[src/rtl/ldc_pkg.sv]
package ldc_pkg;
  typedef enum logic [2:0] {
    ST_IDLE, ST_FETCH, ST_CHECK, ST_RD, ST_WR, ST_DONE
  } ldc_state_e;

  localparam logic [1:0] REG_CTRL = 2'd0;
  localparam logic [1:0] REG_STAT = 2'd1;
  localparam logic [1:0] REG_DPTR = 2'd2;
  localparam logic [1:0] REG_CNT  = 2'd3;

  localparam int CTL_RUN    = 0;
  localparam int CTL_STOP   = 1;
  localparam int CTL_ERR_IE = 2;
  localparam int CTL_END_IE = 3;
  localparam int CTL_W      = 4;

  localparam int EV_END  = 0;
  localparam int EV_SEG  = 1;
  localparam int EV_ZERO = 2;
  localparam int EV_BUS  = 3;
  localparam int EV_N    = 4;

  localparam int LINK_SNOOP = 0;
  localparam int LINK_LAST  = 1;
  localparam int DESC_ALIGN = 5;
endpackage

[src/rtl/ldc_regs.sv]
module ldc_regs
  import ldc_pkg::*;
#(
  parameter int ADDR_W = 32,
  parameter int CNT_W  = 16
) (
  input  logic              clk_i,
  input  logic              rst_ni,
  input  logic              reg_we_i,
  input  logic [1:0]        reg_addr_i,
  input  logic [31:0]       reg_wdata_i,
  output logic [31:0]       reg_rdata_o,
  input  logic              busy_i,
  input  logic              halted_i,
  input  logic [EV_N-1:0]   evt_set_i,
  input  logic [ADDR_W-1:0] dptr_i,
  input  logic [CNT_W-1:0]  cnt_i,
  output logic              go_o,
  output logic              stop_o,
  output logic              dptr_we_o,
  output logic              cnt_we_o,
  output logic              irq_o
);
  logic [CTL_W-1:0] ctl_q;
  logic [EV_N-1:0]  evt_q;
  logic             wr_ctl, wr_stat;

  assign wr_ctl  = reg_we_i && (reg_addr_i == REG_CTRL);
  assign wr_stat = reg_we_i && (reg_addr_i == REG_STAT);

  assign go_o      = wr_ctl && reg_wdata_i[CTL_RUN] && !ctl_q[CTL_RUN] && !busy_i;
  assign stop_o    = wr_ctl && reg_wdata_i[CTL_STOP];
  assign dptr_we_o = reg_we_i && (reg_addr_i == REG_DPTR) && !busy_i;
  assign cnt_we_o  = reg_we_i && (reg_addr_i == REG_CNT) && !busy_i;

  always_ff @(posedge clk_i or negedge rst_ni) begin
    if (!rst_ni) begin
      ctl_q <= '0;
    end else if (wr_ctl) begin
      ctl_q <= reg_wdata_i[CTL_W-1:0];
      ctl_q[CTL_STOP] <= 1'b0;
    end
  end

  for (genvar g = 0; g < EV_N; g++) begin : g_evt
    always_ff @(posedge clk_i or negedge rst_ni) begin
      if (!rst_ni)            evt_q[g] <= 1'b0;
      else if (evt_set_i[g])  evt_q[g] <= 1'b1;
      else if (wr_stat && reg_wdata_i[g]) evt_q[g] <= 1'b0;
    end

    p_w1c_r7: assert property (@(posedge clk_i) disable iff (!rst_ni)
      (wr_stat && reg_wdata_i[g] && !evt_set_i[g]) |=> !evt_q[g]);
  end

  assign irq_o = (ctl_q[CTL_ERR_IE] && (evt_q[EV_ZERO] || evt_q[EV_BUS]))
              || (ctl_q[CTL_END_IE] && evt_q[EV_END]);

  always_comb begin
    unique case (reg_addr_i)
      REG_CTRL: reg_rdata_o = 32'(ctl_q);
      REG_STAT: reg_rdata_o = {26'd0, halted_i, busy_i, evt_q};
      REG_DPTR: reg_rdata_o = 32'(dptr_i);
      default:  reg_rdata_o = 32'(cnt_i);
    endcase
  end

  p_irq_quiet_r11: assert property (@(posedge clk_i) disable iff (!rst_ni)
    (evt_q == '0) |-> !irq_o);
endmodule

[src/rtl/ldc_engine.sv]
module ldc_engine
  import ldc_pkg::*;
#(
  parameter int ADDR_W = 32,
  parameter int CNT_W  = 16
) (
  input  logic              clk_i,
  input  logic              rst_ni,
  input  logic              go_i,
  input  logic              stop_i,
  input  logic              dptr_we_i,
  input  logic              cnt_we_i,
  input  logic [31:0]       sw_wdata_i,
  output logic [ADDR_W-1:0] dptr_o,
  output logic [CNT_W-1:0]  cnt_o,
  output logic              busy_o,
  output logic              halted_o,
  output logic [EV_N-1:0]   evt_o,
  output logic              mem_req_o,
  output logic              mem_we_o,
  output logic [ADDR_W-1:0] mem_addr_o,
  output logic [31:0]       mem_wdata_o,
  output logic              mem_snoop_o,
  input  logic              mem_ready_i,
  input  logic [31:0]       mem_rdata_i,
  input  logic              mem_err_i
);
  localparam int HI_W = ADDR_W - DESC_ALIGN;

  ldc_state_e        state_q;
  logic [1:0]        idx_q;
  logic [ADDR_W-1:0] src_q, dst_q, dptr_q;
  logic [HI_W-1:0]   nxt_hi_q;
  logic              nxt_last_q, nxt_snp_q;
  logic [CNT_W-1:0]  cnt_q;
  logic [31:0]       data_q;
  logic              halted_q;
  logic [EV_N-1:0]   evt_q;
  logic              accept, fail;

  assign accept = mem_req_o && mem_ready_i;
  assign fail   = accept && mem_err_i;

  always_ff @(posedge clk_i or negedge rst_ni) begin
    if (!rst_ni) begin
      state_q    <= ST_IDLE;
      idx_q      <= '0;
      src_q      <= '0;
      dst_q      <= '0;
      dptr_q     <= '0;
      nxt_hi_q   <= '0;
      nxt_last_q <= 1'b0;
      nxt_snp_q  <= 1'b0;
      cnt_q      <= '0;
      data_q     <= '0;
      halted_q   <= 1'b0;
      evt_q      <= '0;
    end else begin
      evt_q <= '0;
      unique case (state_q)
        ST_IDLE: begin
          if (dptr_we_i)
            dptr_q <= {sw_wdata_i[ADDR_W-1:DESC_ALIGN], 4'd0, sw_wdata_i[LINK_SNOOP]};
          if (cnt_we_i) cnt_q <= sw_wdata_i[CNT_W-1:0];
          if (go_i) begin
            state_q  <= ST_FETCH;
            idx_q    <= '0;
            halted_q <= 1'b0;
          end
        end
        ST_FETCH: begin
          if (fail) begin
            evt_q[EV_BUS] <= 1'b1;
            state_q       <= ST_IDLE;
          end else if (accept) begin
            unique case (idx_q)
              2'd0: src_q <= mem_rdata_i[ADDR_W-1:0];
              2'd1: dst_q <= mem_rdata_i[ADDR_W-1:0];
              2'd2: begin
                nxt_hi_q   <= mem_rdata_i[ADDR_W-1:DESC_ALIGN];
                nxt_last_q <= mem_rdata_i[LINK_LAST];
                nxt_snp_q  <= mem_rdata_i[LINK_SNOOP];
              end
              default: cnt_q <= mem_rdata_i[CNT_W-1:0];
            endcase
            if (idx_q == 2'd3) state_q <= ST_CHECK;
            idx_q <= idx_q + 2'd1;
          end
        end
        ST_CHECK: begin
          if (cnt_q == '0) begin
            evt_q[EV_ZERO] <= 1'b1;
            state_q        <= ST_IDLE;
          end else begin
            state_q <= ST_RD;
          end
        end
        ST_RD: begin
          if (fail) begin
            evt_q[EV_BUS] <= 1'b1;
            state_q       <= ST_IDLE;
          end else if (accept) begin
            data_q  <= mem_rdata_i;
            state_q <= ST_WR;
          end
        end
        ST_WR: begin
          if (fail) begin
            evt_q[EV_BUS] <= 1'b1;
            state_q       <= ST_IDLE;
          end else if (accept) begin
            src_q <= src_q + ADDR_W'(4);
            dst_q <= dst_q + ADDR_W'(4);
            if (cnt_q <= CNT_W'(4)) begin
              cnt_q   <= '0;
              state_q <= ST_DONE;
            end else begin
              cnt_q   <= cnt_q - CNT_W'(4);
              state_q <= ST_RD;
            end
          end
        end
        ST_DONE: begin
          evt_q[EV_SEG] <= 1'b1;
          if (nxt_last_q) begin
            evt_q[EV_END] <= 1'b1;
            state_q       <= ST_IDLE;
          end else begin
            dptr_q  <= {nxt_hi_q, 4'd0, nxt_snp_q};
            idx_q   <= '0;
            state_q <= ST_FETCH;
          end
        end
        default: state_q <= ST_IDLE;
      endcase
      if (stop_i && state_q != ST_IDLE) begin
        state_q  <= ST_IDLE;
        halted_q <= 1'b1;
        evt_q    <= '0;
      end
    end
  end

  always_comb begin
    mem_req_o   = (state_q == ST_FETCH) || (state_q == ST_RD) || (state_q == ST_WR);
    mem_we_o    = (state_q == ST_WR);
    mem_wdata_o = data_q;
    mem_snoop_o = (state_q == ST_FETCH) && dptr_q[LINK_SNOOP];
    unique case (state_q)
      ST_FETCH: mem_addr_o = {dptr_q[ADDR_W-1:DESC_ALIGN], 1'b0, idx_q, 2'b00};
      ST_WR:    mem_addr_o = dst_q;
      default:  mem_addr_o = src_q;
    endcase
  end

  assign dptr_o   = dptr_q;
  assign cnt_o    = cnt_q;
  assign busy_o   = (state_q != ST_IDLE);
  assign halted_o = halted_q;
  assign evt_o    = evt_q;

  p_req_hold_r13: assert property (@(posedge clk_i) disable iff (!rst_ni)
    (mem_req_o && !mem_ready_i && !stop_i) |=> (mem_req_o && $stable(mem_addr_o)));
  p_zero_ends_r8: assert property (@(posedge clk_i) disable iff (!rst_ni)
    evt_o[EV_ZERO] |-> (!busy_o && cnt_o == '0));
  p_err_ends_r9: assert property (@(posedge clk_i) disable iff (!rst_ni)
    evt_o[EV_BUS] |-> !mem_req_o);
  p_stop_halts_r10: assert property (@(posedge clk_i) disable iff (!rst_ni)
    (stop_i && busy_o) |=> (!busy_o && halted_o));
endmodule

[src/rtl/ldc_chan.sv]
module ldc_chan
  import ldc_pkg::*;
#(
  parameter int ADDR_W = 32,
  parameter int CNT_W  = 16
) (
  input  logic              clk_i,
  input  logic              rst_ni,
  input  logic              reg_we_i,
  input  logic [1:0]        reg_addr_i,
  input  logic [31:0]       reg_wdata_i,
  output logic [31:0]       reg_rdata_o,
  output logic              mem_req_o,
  output logic              mem_we_o,
  output logic [ADDR_W-1:0] mem_addr_o,
  output logic [31:0]       mem_wdata_o,
  output logic              mem_snoop_o,
  input  logic              mem_ready_i,
  input  logic [31:0]       mem_rdata_i,
  input  logic              mem_err_i,
  output logic              irq_o
);
  logic              go, stop, dptr_we, cnt_we, busy, halted;
  logic [EV_N-1:0]   evt;
  logic [ADDR_W-1:0] dptr;
  logic [CNT_W-1:0]  cnt;

  ldc_regs #(.ADDR_W(ADDR_W), .CNT_W(CNT_W)) u_regs (
    .clk_i, .rst_ni, .reg_we_i, .reg_addr_i, .reg_wdata_i, .reg_rdata_o,
    .busy_i(busy), .halted_i(halted), .evt_set_i(evt), .dptr_i(dptr), .cnt_i(cnt),
    .go_o(go), .stop_o(stop), .dptr_we_o(dptr_we), .cnt_we_o(cnt_we), .irq_o
  );

  ldc_engine #(.ADDR_W(ADDR_W), .CNT_W(CNT_W)) u_engine (
    .clk_i, .rst_ni, .go_i(go), .stop_i(stop), .dptr_we_i(dptr_we), .cnt_we_i(cnt_we),
    .sw_wdata_i(reg_wdata_i), .dptr_o(dptr), .cnt_o(cnt), .busy_o(busy),
    .halted_o(halted), .evt_o(evt), .mem_req_o, .mem_we_o, .mem_addr_o,
    .mem_wdata_o, .mem_snoop_o, .mem_ready_i, .mem_rdata_i, .mem_err_i
  );

  p_idle_quiet_r6: assert property (@(posedge clk_i) disable iff (!rst_ni)
    !busy |-> !mem_req_o);
endmodule

[config.mk]
export PLATFORM = sky130hd
export DESIGN_NAME = ldc_chan
export DESIGN_NICKNAME = d
export VERILOG_FILES = /design/src/rtl/ldc_pkg.sv /design/src/rtl/ldc_regs.sv /design/src/rtl/ldc_engine.sv /design/src/rtl/ldc_chan.sv
export SDC_FILE = /design/constraint.sdc
export NUM_CORES = 1
export LEC_CHECK = 0
export BUFFER_PORTS_ARGS = -buffer_cell sky130_fd_sc_hd__buf_2
export CAP_MARGIN = 20
export CORE_UTILIZATION = 40
export DETAILED_ROUTE_END_ITERATION = 8
export SLEW_MARGIN = 20
export SYNTH_ARGS = -nofsm -noshare
export SYNTH_HDL_FRONTEND = slang
export SYNTH_SLANG_ARGS = --single-unit
[constraint.sdc]
create_clock -name clk_i -period 2.35 [get_ports clk_i]
set_input_delay 0.47 -clock clk_i [delete_from_list [all_inputs] [get_ports clk_i]]
set_output_delay 0.47 -clock clk_i [all_outputs]
set_load 0.02 [all_outputs]
---- After elaboration in Yosys (flattened, before gate mapping) ----
Index checks and enable logic that the tools add are counted.
Widths: inputs -> output; s select.
cells by class
  $lt $le $gt $ge ......................... 1
  bitwise operators ....................... 1
  add/sub/neg operators ................... 4
  reduce and logical (&&, ||, !) cells .... 52
  equal/unequal tests ..................... 27
  multiplexer cells ....................... 61
operators by type and width
  operator               count
  $mux 32                12
  $pmux 32 s2            4
  $mux 16                7
  $pmux 32 s3            1
  $add 32x3->32 const B  2
  $pmux 16 s3            1
  $mux 3                 10
  $logic_and 1x1->1      20
  $ne 2x2->1 const B     9
  $pmux 3 s6             1
  $mux 1                 17
  $le 16x3->1 const B    1
  $logic_not 16->1       1
  $ne 4x1->1 const B     4
  $reduce_bool 2->1      8
  $sub 16x3->16 const B  1
  $mux 2                 6
  $reduce_and 6->1       2
  $reduce_and 5->1       2
  $reduce_bool 3->1      3
  $eq 2x2->1 const B     4
  $reduce_and 7->1       1
  $eq 3x2->1 const B     2
  $eq 3x3->1 const B     2
  other kinds (16)       25
word-level totals
  bits of input ports ..................... 71
  register bits ........................... 190
  logic and storage cells ................. 163
  output and inout bits ................... 100

---- Depth between registers and ports, before layout ----
Gate-level depths: netlist (run 1).
  depth after elaboration ................. 8
  mapped depth ............................ 9
  depth with buffers taken out ............ 7

---- By module ----
Synthesis (run 1) repeated with hierarchy kept, for this count alone.
unflattened totals
  cells, all modules ...................... 1127
  area, all modules ....................... 10627.7 sq um
by module, submodules not included
  module      area each (sq um)  sequential area each (sq um)  cells each  times used
  ldc_engine  9803.2             4479.3                        1043        1
  ldc_regs    824.5              175.2                         84          1

---- Worst setup path before layout (run 1) ----
No wires, ideal clock.
  kind .................................... reg-to-output
  from .................................... reg u_engine.state_q[1]
  to ...................................... out mem_addr_o[19]
  required time ........................... 1.880 ns
  data arrival time ....................... 2.153 ns
  buffers on the path ..................... 3
  cell stages (with the launch flop) ...... 8
  path slack .............................. -0.273 ns
  cell sequence ........................... dfrtp_1 or3b_1 inv_2 clkbuf_1 clkbuf_1 clkbuf_1 a22oi_1 nand2_1
between the ends
  cells in the longest elaborated chain, start to end .. 2
  elaborated cells between the ends (all ways) .. 3
  classes of those cells .................. eq/ne (2); mux (1)
ends and longest elaborated chain
  item                      RTL line           source
  start: declaration        ldc_engine.sv:30   ldc_state_e state_q;
  start signal: assignment  ldc_engine.sv:46   state_q <= ST_IDLE;
  start signal: assignment  ldc_engine.sv:66   state_q <= ST_FETCH;
  start signal: assignment  ldc_engine.sv:74   state_q <= ST_IDLE;
  $eq 3x3->1                --
  via mem_we_o              ldc_chan.sv:14     output logic mem_we_o,
  $pmux 32 s2               ldc_engine.sv:149  unique case (state_q)
  end: declaration          ldc_chan.sv:15     output logic [ADDR_W-1:0] mem_addr_o,
The timed path passes the listed nets, and every way through them passes these cells.

---- Worst setup path in the final report (run 1) ----
  from .................................... reg u_engine.state_q[0]
  to ...................................... out mem_addr_o[16]
between the ends
  cells in the longest elaborated chain, start to end .. 2
  elaborated cells between the ends (all ways) .. 3
  classes of those cells .................. eq/ne (2); mux (1)
ends and longest elaborated chain
  item                                      RTL line
  $eq 3x3->1 or $eq 3x1->1 (tied branches)  ldc_engine.sv:149
  $pmux 32 s2 (*)                           ldc_engine.sv:149
Every way passes the cells marked *; elsewhere a longest branch is shown, timed or not.

==> results by group, run 1 <==
Outcome
  – Outcome: complete, but fails checks
  – Failing checks: negative setup slack

Pwr
  – Worst vdd ir: about 650 µV
  – Seq pwr share: 36.4%
  – Comb pwr share: between 40% and 50%
  – Leak Pwr: approximately 6.5 nW
  – Cell-internal power: ~0.01 W
  – Pwr per Cell Area: ~1200 nW/µm²
  – Clk pwr share: around 17%
  – Switch share: 41.7%
  – NetSw: roughly 0.0071 W

Synth
  – Number of synthesized flops with an enable pin: 0
  – Commonest cells post-synth: dfrtp_1, nand2_1, a21oi_1, nor2_1, clkbuf_1
  – Cell taking the most area after synthesis: dfrtp_1
  – Avg Inst Size Synth: approximately 9 µm²
  – Distinct cells, synth: slightly below 70
  – Register area share after synthesis: between 40 and 50%
  – Synthesized area: 10,500 µm²
  – Async SR Flop Fraction: 100%
  – Syn Inst Count: 1,145
  – Main flop type after synthesis: dfrtp_1
  – Post-Syn Nets: ~1,200
  – Ys Warns: 0
  – Top-area cell type share of the netlist area: approximately 44%
  – Yosys reg bits: between 150 and 200
  – Most frequent cell after synthesis: dfrtp_1
  – Synth area leaders: dfrtp_1, mux2_2, nand2_1

Place
  – Placed insts: 1,632
  – GP Congestion: 0.861
  – Dpl ws: -0.0613 ns
  – Post-DP HPWL: around 24,000 µm
  – PortBufs: 170

Clocking
  – Clk_lat worst skew: about 0.44 ns
  – Clock Sink Count: roughly 190
  – CTS tree: done
  – Root Driver: clkbuf_16
  – H-tree Lvls: 4
  – CTS max path bufs: 2
  – Num CTS Buffers: 17
  – Clk pin slew, worst setup/hold paths: ~0.07 ns

Final layout
  – # diodes: 0
  – Layout cells sized above 1: 31.5%
  – Number of fill cells: about 2,300
  – Final Net Count: around 1,400
  – Final Non-Filler Cells: ~1,700
  – Post-Route Utilization: a little over half
  – Area Growth Syn to Fin: 30.4%

Worst setup path
  – R2r worst-path depth: 9
  – Worst r2r src: u_engine.state_q[0]
  – Crit path capture type: output pin
  – CP Launch Type: flip-flop
  – Reg-to-reg slack, setup: between 0.1 and 0.15 ns
  – Required time worst endpoint: approximately 1.9 ns
  – Setup CP Type: flip-flop to output pin
  – WP data arrival: 2.02 ns
  – FF-to-FF End: u_engine.cnt_o[8]
  – CP Max Fanout: 8

Global routing
  – Largest net degree at the start of global routing: 58
  – Vias in the first global route: between 9,000 and 10,000
  – Grt total ovfl: 0
  – Antenna violations before repair: 0
  – Global-route wire length before repair: about 56,000 µm
  – Gr usage total: between 20% and 30%

Die
  – Vert. Die Dim: 164 µm
  – Die extent in x: 164 µm
  – Starting density of the core: 41.2%
  – Num rows: a little under 60
  – Die ar.: approximately 27,000 µm²
  – Num ports: between 150 and 200
  – Total core area: between 20,000 and 30,000 µm²

STA
  – Smallest setup slack after layout: -0.139 ns
  – Fin Hold WS: approximately 0.29 ns
  – Fin. Hold Viols: 0
  – Final setup fails: 34
  – Period utilisation layout: 106%
  – Tmin final: about 2.5 ns
  – Worst slew pin tran: 0.527 ns
  – RSZ-0062 raised after global routing: yes
  – Layout Skew: 0.00956 ns
  – Max Fclk: approximately 0.40 GHz
  – Final slew viol count: 0
  – Total negative setup slack: -3.09 ns
  – Max transition margin: between 60 and 70%

Routing
  – Post-DRT Antenna Nets: 0
  – Via-per-instance ratio: just under 6
  – Avg WL per Cell: around 21 µm
  – # DRC: 0
  – Detailed Route WL: approximately 36,000 µm
  – Router iterations before antenna repair: 5
  – DRT iter0 DRCs: 1,123
  – Via Count: 10,100

Min path
  – Hold path startpoint: mem_rdata_i[20]
  – HP Class: input pin to flip-flop
  – Hold EP: u_engine.nxt_hi_q[15]
  – Min-Delay Path Depth: 2

Job
  – Max-Cap Viols: 0
-- worst max path at each step --
stage,start,endpoint,slack [ns],cells after the start
floorplan,u_engine.state_q[1],mem_addr_o[1],0.03,7
global placement,u_engine.state_q[2],mem_addr_o[7],-0.04,6
detailed placement,u_engine.state_q[1],mem_addr_o[16],-0.06,6
CTS,u_engine.state_q[1],mem_addr_o[31],-0.14,8
global route,u_engine.state_q[0],mem_addr_o[16],-0.18,6
finish,u_engine.state_q[0],mem_addr_o[16],-0.14,6
-- per-stage QoR --
step	total power (W)	instance area [µm²]
2_1_floorplan	0.00997	10500
3_3_place_gp	0.0123	12100
3_5_place_dp	0.0125	12100
4_1_cts	0.0168	13600
5_1_grt	0.0181	13700
6_report	0.0171	13700
-- per-layer routing --
metal	GRT usage [%]	part of all wire (%)	vias to the layer above
met5	0	0	-
met4	8.16	2.3	0
met3	3.99	6.2	61
met2	42.9	46	389
met1	39.2	45	5044
li1	-	-	4604
-- power by group through the flow --
stage / registers, W / logic (W) / clock network, W
6_report: 0.00621 / 0.00794 / 0.00292
5_1_grt: 0.00641 / 0.00858 / 0.00308
4_1_cts: 0.00612 / 0.00769 / 0.00296
3_5_place_dp: 0.00612 / 0.00641 / 0
3_3_place_gp: 0.00611 / 0.00623 / 0
2_1_floorplan: 0.00596 / 0.00401 / 0
-- area by class of cell --
cell class | instances | area [µm²] | share of cell area, %
multi-input cells | 864 | 5760 | 42.0
flip-flops and latches | 186 | 4650 | 34.0
repair buffers | 266 | 2220 | 16.2
clock buffers | 20 | 467 | 3.41
well taps | 330 | 413 | 3.01
clock inverters | 12 | 111 | 0.813
inverters | 17 | 82.6 | 0.603
-- repair_timing --
item                                    in CTS  in global routing
resized for setup                          126                 38
cloned                                       9                  1
pin swaps                                   27                 19
endpoints found under the hold margin       36                  0
setup buffers                               17                  6
endpoints found under the setup margin      36                 38
hold buffers                                 1                  0
-- worst max-delay path, cell delays in order, from the launching register on --
cell	delay, ns
dfrtp_1	0.40
or3b_4	0.44
clkinv_4	0.08
buf_12	0.16
nor3_4	0.05
a221o_1	0.30
buf_6	0.14
-- flip-flops by register name, indices dropped and copies added (netlist names), 3 cells and up --
name and flops:
u_engine.cnt_o 16, u_engine.nxt_hi_q 27, u_engine.evt_o 4, u_regs.evt_q 4, u_engine.dst_q 32, u_engine.src_q 32, u_engine.dptr_o 28, u_engine.mem_wdata_o 32
u_engine.state_q 3, u_regs.ctl_q 3
-- cell families after synthesis --
family                   after synthesis  synth area share, %
flip-flops                           186                 44.3
AND/OR/NAND/NOR                      441                 20.4
buffers and inverters                 96                 3.66
adder cells (fa/ha/maj)                9                 1.07
AO/OA/AOI/OAI                        304                 19.2
multiplexers                         109                 11.3
-- placed cells by master, fill, tap and decap left out, drive strengths merged, types with 14 or more instances in the layout --
cell type	count
nor3	20
nor2b	20
o22a	15
o21ai	36
mux2i	41
dfrtp	186
o22ai	19
nand2	154
a21oi	94
a2bb2oi	16
nand4	14
and2	23
nor2	90
nand3	49
mux2	67
a22o	14
inv	20
buf	255
and3	14
clkbuf	24
a22oi	33
(Power assumes the default switching activity.)
==> run 2: changes to the inputs <==
- RECOVER_POWER: default -> 100
- clock period: 2.35 -> 2.8 ns (I/O delays scaled with it)
==> run 2 against run 1 <==
Net effect:
- the run ends with max-capacitance violations, max-slew violations left
- sequential power is 16% lower
- clock skew is 0.0021 ns higher
- core utilization is 4.6 points lower
- cell area is 8.5% lower
- final cell count is 3.2% lower
- critical endpoint unchanged
- largest cell class unchanged
==> results by group, run 2 (synthesis results as in run 1) <==
Routing
  – Met1 layer wirelength in the final routing: 15,800 µm (-3.4%)
  – Routed length on met2: 15,700 µm (-6.9%)
  – Detailed Route WL: 34,000 µm (-6.2%)
  – Router iterations before antenna repair: 5 (unchanged)
  – Post-DRT Antenna Nets: 0 (unchanged)
  – WL met3: 1750 µm (-21%)
  – # DRC: 0 (unchanged)
  – DRT iter0 DRCs: 939 (-16%)
  – Top sig layer: met4
  – Avg WL per Cell: 20.7 µm (-3.2%)
  – Via-per-instance ratio: 5.89 (-1.1%)
  – Via Count: 9,666 (-4.3%)

STA
  – Tmin final: around 2.8 ns
  – Smallest setup slack after layout: 0.0486 ns (+0.188 ns)
  – Fin Hold WS: 0.359 ns (+0.0660 ns)
  – Worst slew pin tran: 1.67 ns (+1.15 ns)
  – Final slew viol count: 64 (+64)
  – Period utilisation layout: a little over nine tenths
  – Fin. Hold Viols: 0 (unchanged)
  – Layout Skew: 0.0116 ns (+0.00209 ns)
  – Final setup fails: 0 (-100%)
  – Max Fclk: between 0.3 and 0.4 GHz
  – Max transition margin: -11.6% (-76 points)

Clocking
  – Clock Sink Count: 186 (unchanged)
  – Root Driver: clkbuf_16
  – H-tree Lvls: 4 (unchanged)
  – Clk pin slew, worst setup/hold paths: 0.07 ns (about the same)
  – Num CTS Buffers: 17 (unchanged)
  – Hold_buf cts: 0 (-1)
  – CTS tree: done
  – CTS max path bufs: 2 (unchanged)
  – Clk_lat worst skew: 0.45 ns (about the same)

Worst setup path
  – Critical path's largest stage delay: 0.46 ns (+0.02 ns)
  – Required time worst endpoint: 2.24 ns (+0.36 ns)
  – Cell Chain, Critical Path: or3b_4 -> inv_8 -> buf_16 -> nor3_1 -> a221o_1 -> buf_2
  – Setup CP Type: flip-flop to output pin
  – CP Launch Type: flip-flop
  – CP Max Fanout: 34 (+26)
  – Slowest CP cell: or3b_4
  – WP data arrival: 2.19 ns (+0.17 ns)
  – Crit path capture type: output pin

Pwr
  – Worst vdd ir: 455 µV (-30%)
  – Pwr per Cell Area: 1050 nW/µm² (-16%)
  – Leak Pwr: 5.81 nW (-10%)

Outcome
  – Outcome: complete, but fails checks
  – Failing checks: max-capacitance violations, max-slew violations

Final layout
  – Multi-input logic area: 5500 µm² (-4.4%)
  – Number of fill cells: 2,417 (+4.2%)
  – Cell area after layout: 12,500 µm² (-8.5%)
  – Most frequent cells in the layout: dfrtp_1, nand2_1, buf_2
  – Layout cells sized above 1: 21.2% (-10 points)
  – # diodes: 0 (unchanged)
  – Post-Route Utilization: 49.2% (-4.6 points)
  – Area Growth Syn to Fin: 19.4%
  – Commonest non-fill, non-tap cell in the layout: dfrtp_1
  – FF/Latch Area: 4650 µm² (unchanged)
  – Final Net Count: 1,378 (-3.8%)

Die
  – Die extent in x: 164 µm (unchanged)
  – Die ar.: 26,900 µm² (unchanged)
  – Vert. Die Dim: 164 µm (unchanged)
  – Starting density of the core: 41.2% (unchanged)
  – Num rows: 58 (unchanged)
  – Num ports: 171 (unchanged)
  – Total core area: 25,500 µm² (unchanged)

Global routing
  – Grt total ovfl: 0 (unchanged)
  – Largest net degree at the start of global routing: 69 (+19%)
  – Global-route wire length before repair: 52,800 µm (-5.5%)
  – Antenna violations before repair: 0 (unchanged)
  – Gr usage total: 25.7% (-1.7 points)
  – Vias in the first global route: 9,169 (-4.2%)

Job
  – Max-Cap Viols: 1 (+1)

Place
  – PortBufs: 170 (unchanged)
  – Dpl ws: 0.261 ns (+0.322 ns)
  – Placed inst area: 11,800 µm² (-2.2%)
  – GP Congestion: 0.860 (-0.10%)
  – Post-DP HPWL: 23,200 µm (-3.6%)

Min path
  – HP Class: input pin to flip-flop
[run 2: changes by cell type in the layout (fill, tap and decap cells not counted), moves of 21 or more]
cell	previous run	this run
nand2_2	22	1
buf_6	39	15
buf_4	63	28
clkbuf_1	0	43
buf_2	137	114
nand2_1	123	153
[run 2: stage by stage]
stage	setup TNS, ns	power, W	cells
2_1_floorplan	0	0.00837	1145
3_3_place_gp	0	0.0102	1602
3_5_place_dp	0	0.0104	1603
4_1_cts	-0.123	0.0131	1636
5_1_grt	-0.00308	0.0139	1641
6_report	0	0.0131	1641
[run 2: power breakdown]
| part | internal (W) | total (W) | switching (W) |
|---|---|---|---|
| sequential | 0.00389 | 0.00523 | 0.00135 |
| clock | 0.00128 | 0.00241 | 0.00113 |
| combinational | 0.00238 | 0.00547 | 0.00309 |
[run 2: final cells by class]
class / count / share of cell area, %
multi-input cells: 864 / 43.9
well taps: 330 / 3.29
flip-flops and latches: 186 / 37.1
clock buffers: 19 / 3.61
clock inverters: 13 / 0.948
repair buffers: 212 / 10.5
inverters: 17 / 0.679
[run 2: timing repair]
item,4_1_cts,5_1_grt
cloned,1,2
buffers inserted,0,3
setup endpoints to repair,32,26
resized for setup,43,4
pin swaps,3,2
[run 2: worst paths after layout]
check	startpoint	endpoint	slack, ns	cells past startpoint
worst min-delay path	mem_rdata_i[20]	u_engine.nxt_hi_q[15]	0.36	2
worst max-delay path	u_engine.state_q[0]	mem_addr_o[16]	0.05	6
worst max register to register	u_engine.state_q[2]	u_engine.src_q[13]	0.36	7
worst min register to register	u_engine.evt_o[2]	u_regs.evt_q[2]	0.43	1
min in group asynchronous	rst_ni	u_engine.mem_wdata_o[20]	0.54	1
max in group asynchronous	rst_ni	u_engine.idx_q[0]	0.53	2
[run 2: metal layers]
metal | global-route usage, % | up-vias
li1 | - | 4500
met2 | 40.2 | 329
met5 | 0 | -
met3 | 3.38 | 48
met1 | 36.7 | 4789
met4 | 8.59 | 0
[run 2: worst max-delay path: cells and delay by family, from the launching register on]
family                 cells  cell delay (ns)
flip-flops                 1             0.42
buffers and inverters      3             0.49
AND/OR/NAND/NOR            2             0.54
AO/OA/AOI/OAI              1             0.28
==> run 3: changes to the inputs <==
- SYNTH_HIERARCHICAL: default -> 1
==> run 3 against run 2 <==
Net effect:
- the flow still finishes with violations (max-capacitance violations, max-slew violations)
- wire length shrank 4.2%
- fmax grew 1.1%
- first-iteration DRC count decreased by 6.4%
- via count down 2.2%
- power grew 3.5%
- setup slack gained 0.030 ns
- final cell count fell by 1.2%
- worst hold slack improved by 0.026 ns
==> results by group, run 3 <==
Synth
  – Synth area leaders: dfrtp_1, mux2_2, nand2_1
  – Cell taking the most area after synthesis: dfrtp_1
  – Number of synthesized flops with an enable pin: 0 (unchanged)
  – Most frequent cell after synthesis: dfrtp_1
  – Yosys reg bits: 186 (unchanged)
  – Synthesized area: 10,600 µm² (+1.2%)
  – Ys Warns: 6 (+6)
  – Main flop type after synthesis: dfrtp_1
  – Distinct cells, synth: 74 (+7.2%)
  – Async SR Flop Fraction: 100% (unchanged)
  – Top-area cell type share of the netlist area: 43.8% (-0.52 points)
  – Syn Inst Count: 1,127 (-1.6%)
  – Commonest cells post-synth: dfrtp_1, nand2_1, a21oi_1, nor2_1, mux2_2
  – Avg Inst Size Synth: 9.43 µm² (+2.8%)
  – Register area share after synthesis: 43.8% (-0.52 points)

Place
  – GP Congestion: 0.865 (+0.58%)
  – Post-DP HPWL: 22,200 µm (-4.5%)
  – Placed insts: 1,585 (-1.1%)
  – PortBufs: 170 (unchanged)
  – Placed inst area: 11,900 µm² (+0.48%)

Pwr
  – Worst vdd ir: 432 µV (-5.2%)
  – Pwr per Cell Area: 1090 nW/µm² (+4.4%)
  – Leak Pwr: 5.66 nW (-2.6%)

Die
  – Num ports: 171 (unchanged)
  – Die ar.: 27,200 µm² (+1.2%)
  – Num rows: 59 (+1.7%)
  – Die extent in x: 165 µm (+0.58%)
  – Vert. Die Dim: 165 µm (+0.58%)
  – Starting density of the core: 40.8% (-0.45 points)
  – Total core area: 26,100 µm² (+2.3%)

Worst setup path
  – Setup CP Type: flip-flop to output pin
  – Cell Chain, Critical Path: or3b_4 -> buf_4 -> nor2_1 -> a221o_1 -> buf_2
  – Required time worst endpoint: 2.24 ns (about the same)
  – Crit path capture type: output pin
  – WP data arrival: 2.16 ns (-0.03 ns)
  – CP Launch Type: flip-flop
  – CP Max Fanout: 47 (+38%)
  – Worst path bufs/invs: 2 (-1)
  – Critical path's largest stage delay: 0.47 ns (about the same)
  – Crit path max-delay family: buffers and inverters
  – Slowest CP cell: buf_4

STA
  – Tmin final: 2.72 ns (-0.0297 ns)
  – Max Fclk: 0.367 GHz (+1.1%)
  – RSZ-0062 raised after global routing: no
  – Total negative setup slack: 0 ns (unchanged)
  – Period utilisation layout: 97.2% (-1.1 points)
  – Max transition margin: -53.8% (-42 points)
  – Final setup fails: 0 (unchanged)
  – Fin. Hold Viols: 0 (unchanged)
  – Fin Hold WS: 0.385 ns (+0.0263 ns)
  – Layout Skew: 0.00967 ns (-0.00198 ns)
  – Worst slew pin tran: 2.31 ns (+0.632 ns)
  – Final slew viol count: 40 (-38%)

Routing
  – Avg WL per Cell: 20.1 µm (-3.0%)
  – Detailed Route WL: 32,600 µm (-4.2%)
  – Post-DRT Antenna Nets: 0 (unchanged)
  – Router iterations before antenna repair: 6 (+1)
  – Via Count: 9,453 (-2.2%)
  – # DRC: 0 (unchanged)
  – Via-per-instance ratio: 5.83 (-1.1%)
  – DRT iter0 DRCs: 879 (-6.4%)

Clocking
  – H-tree Lvls: 4 (unchanged)
  – Clock Sink Count: 186 (unchanged)
  – CTS max path bufs: 2 (unchanged)
  – Num CTS Buffers: 17 (unchanged)
  – CTS tree: done
  – Clk pin slew, worst setup/hold paths: 0.07 ns (about the same)
  – Root Driver: clkbuf_16
  – Hold_buf cts: 0 (unchanged)
  – Clk_lat worst skew: 0.44 ns (about the same)

Outcome
  – Outcome: complete, but fails checks
  – Failing checks: max-capacitance violations, max-slew violations

Final layout
  – Number of fill cells: 2,506 (+3.7%)
  – FF/Latch Area: 4650 µm² (unchanged)
  – Area Growth Syn to Fin: 17.0%
  – # diodes: 0 (unchanged)
  – Layout cells sized above 1: 21.1% (-0.15 points)
  – Cell area after layout: 12,400 µm² (-0.80%)
  – Multi-input logic area: 5520 µm² (+0.27%)
  – Final Non-Filler Cells: 1,622 (-1.2%)
  – Commonest non-fill, non-tap cell in the layout: dfrtp_1
  – Final Net Count: 1,354 (-1.7%)
  – Most frequent cells in the layout: dfrtp_1, nand2_1, nor2_1

Global routing
  – Gr usage total: 24.4% (-1.3 points)
  – Largest net degree at the start of global routing: 65 (-5.8%)
  – Vias in the first global route: 9,040 (-1.4%)
  – Global-route wire length before repair: 50,900 µm (-3.6%)
  – Antenna violations before repair: 0 (unchanged)
  – Grt total ovfl: 0 (unchanged)

Job
  – Max-Cap Viols: 1 (unchanged)

Min path
  – HP Class: input pin to flip-flop
run 3: cell families (layout without fill, tap and decap cells):
kind of cell / Yosys count / count (layout) / synth area share (%)
other: 1 / 4 / 0.0353
multiplexers: 108 / 108 / 11.3
flip-flops: 186 / 186 / 43.8
adder cells (fa/ha/maj): 9 / 9 / 1.06
buffers and inverters: 102 / 258 / 4.60
AND/OR/NAND/NOR: 405 / 406 / 19.3
AO/OA/AOI/OAI: 316 / 316 / 19.9
run 3: worst paths after layout:
| check | cells after the start | from | endpoint | slack, ns |
|---|---|---|---|---|
| max | 5 | u_engine/state_q[2] | mem_addr_o[28] | 0.08 |
| min reg2reg | 1 | u_engine/evt_o[0] | u_regs/evt_q[0] | 0.44 |
| max in group asynchronous | 2 | rst_ni | u_engine/nxt_hi_q[7] | 0.43 |
| min in group asynchronous | 1 | rst_ni | u_regs/ctl_q[0] | 1.01 |
| min | 2 | mem_rdata_i[19] | u_engine/mem_wdata_o[19] | 0.38 |
| max reg2reg | 6 | u_engine/state_q[1] | u_engine/dst_q[7] | 0.18 |
run 3: per-stage QoR:
stage / utilization [%] / setup slack, ns / power (W)
2_1_floorplan: - / 0.328 / 0.00895
3_3_place_gp: 45.7 / 0.242 / 0.0109
3_5_place_dp: 45.7 / 0.222 / 0.0111
4_1_cts: 48.3 / 0.0403 / 0.0137
5_1_grt: 47.7 / 0.00819 / 0.0145
6_report: 47.7 / 0.0783 / 0.0136
run 3: timing repair:
| action | 4_1_cts | 5_1_grt |
|---|---|---|
| gates cloned | 3 | 0 |
| setup endpoints to repair | 32 | 19 |
| setup buffers | 0 | 2 |
| pin swaps | 1 | 1 |
| endpoints found under the hold margin | 0 | 0 |
| resized for setup | 3 | 5 |
run 3: area by class of cell:
type                            instances  area share (%)
Tap cell                              335            3.37
Clock buffer                           18            3.53
Clock inverter                         14            1.28
Inverter                               15           0.473
Timing Repair Buffer                  211            9.57
Sequential cell                       186            37.4
Multi-Input combinational cell        843            44.4
run 3: worst register-to-register path: cells and delay by family, from the launching register on:
kind                   cells  cell delay [ns]
AO/OA/AOI/OAI              2             0.58
flip-flops                 1             0.44
AND/OR/NAND/NOR            2             0.89
buffers and inverters      2             0.61
run 3: power breakdown:
part,internal [W],switching [W],leakage [nW]
Combinational,0.00230,0.00372,3.08
Clock,0.00137,0.00116,0.300
Sequential,0.00384,0.00120,2.28
Total,0.00750,0.00607,5.66
run 3: per-layer routing:
layer	global-route usage, %	routed length [µm]	vias to the layer above
met1	34.0	15000	4658
met4	8.34	510	0
met2	38.6	15200	321
met5	0	0	-
li1	-	-	4437
met3	3.69	1840	37
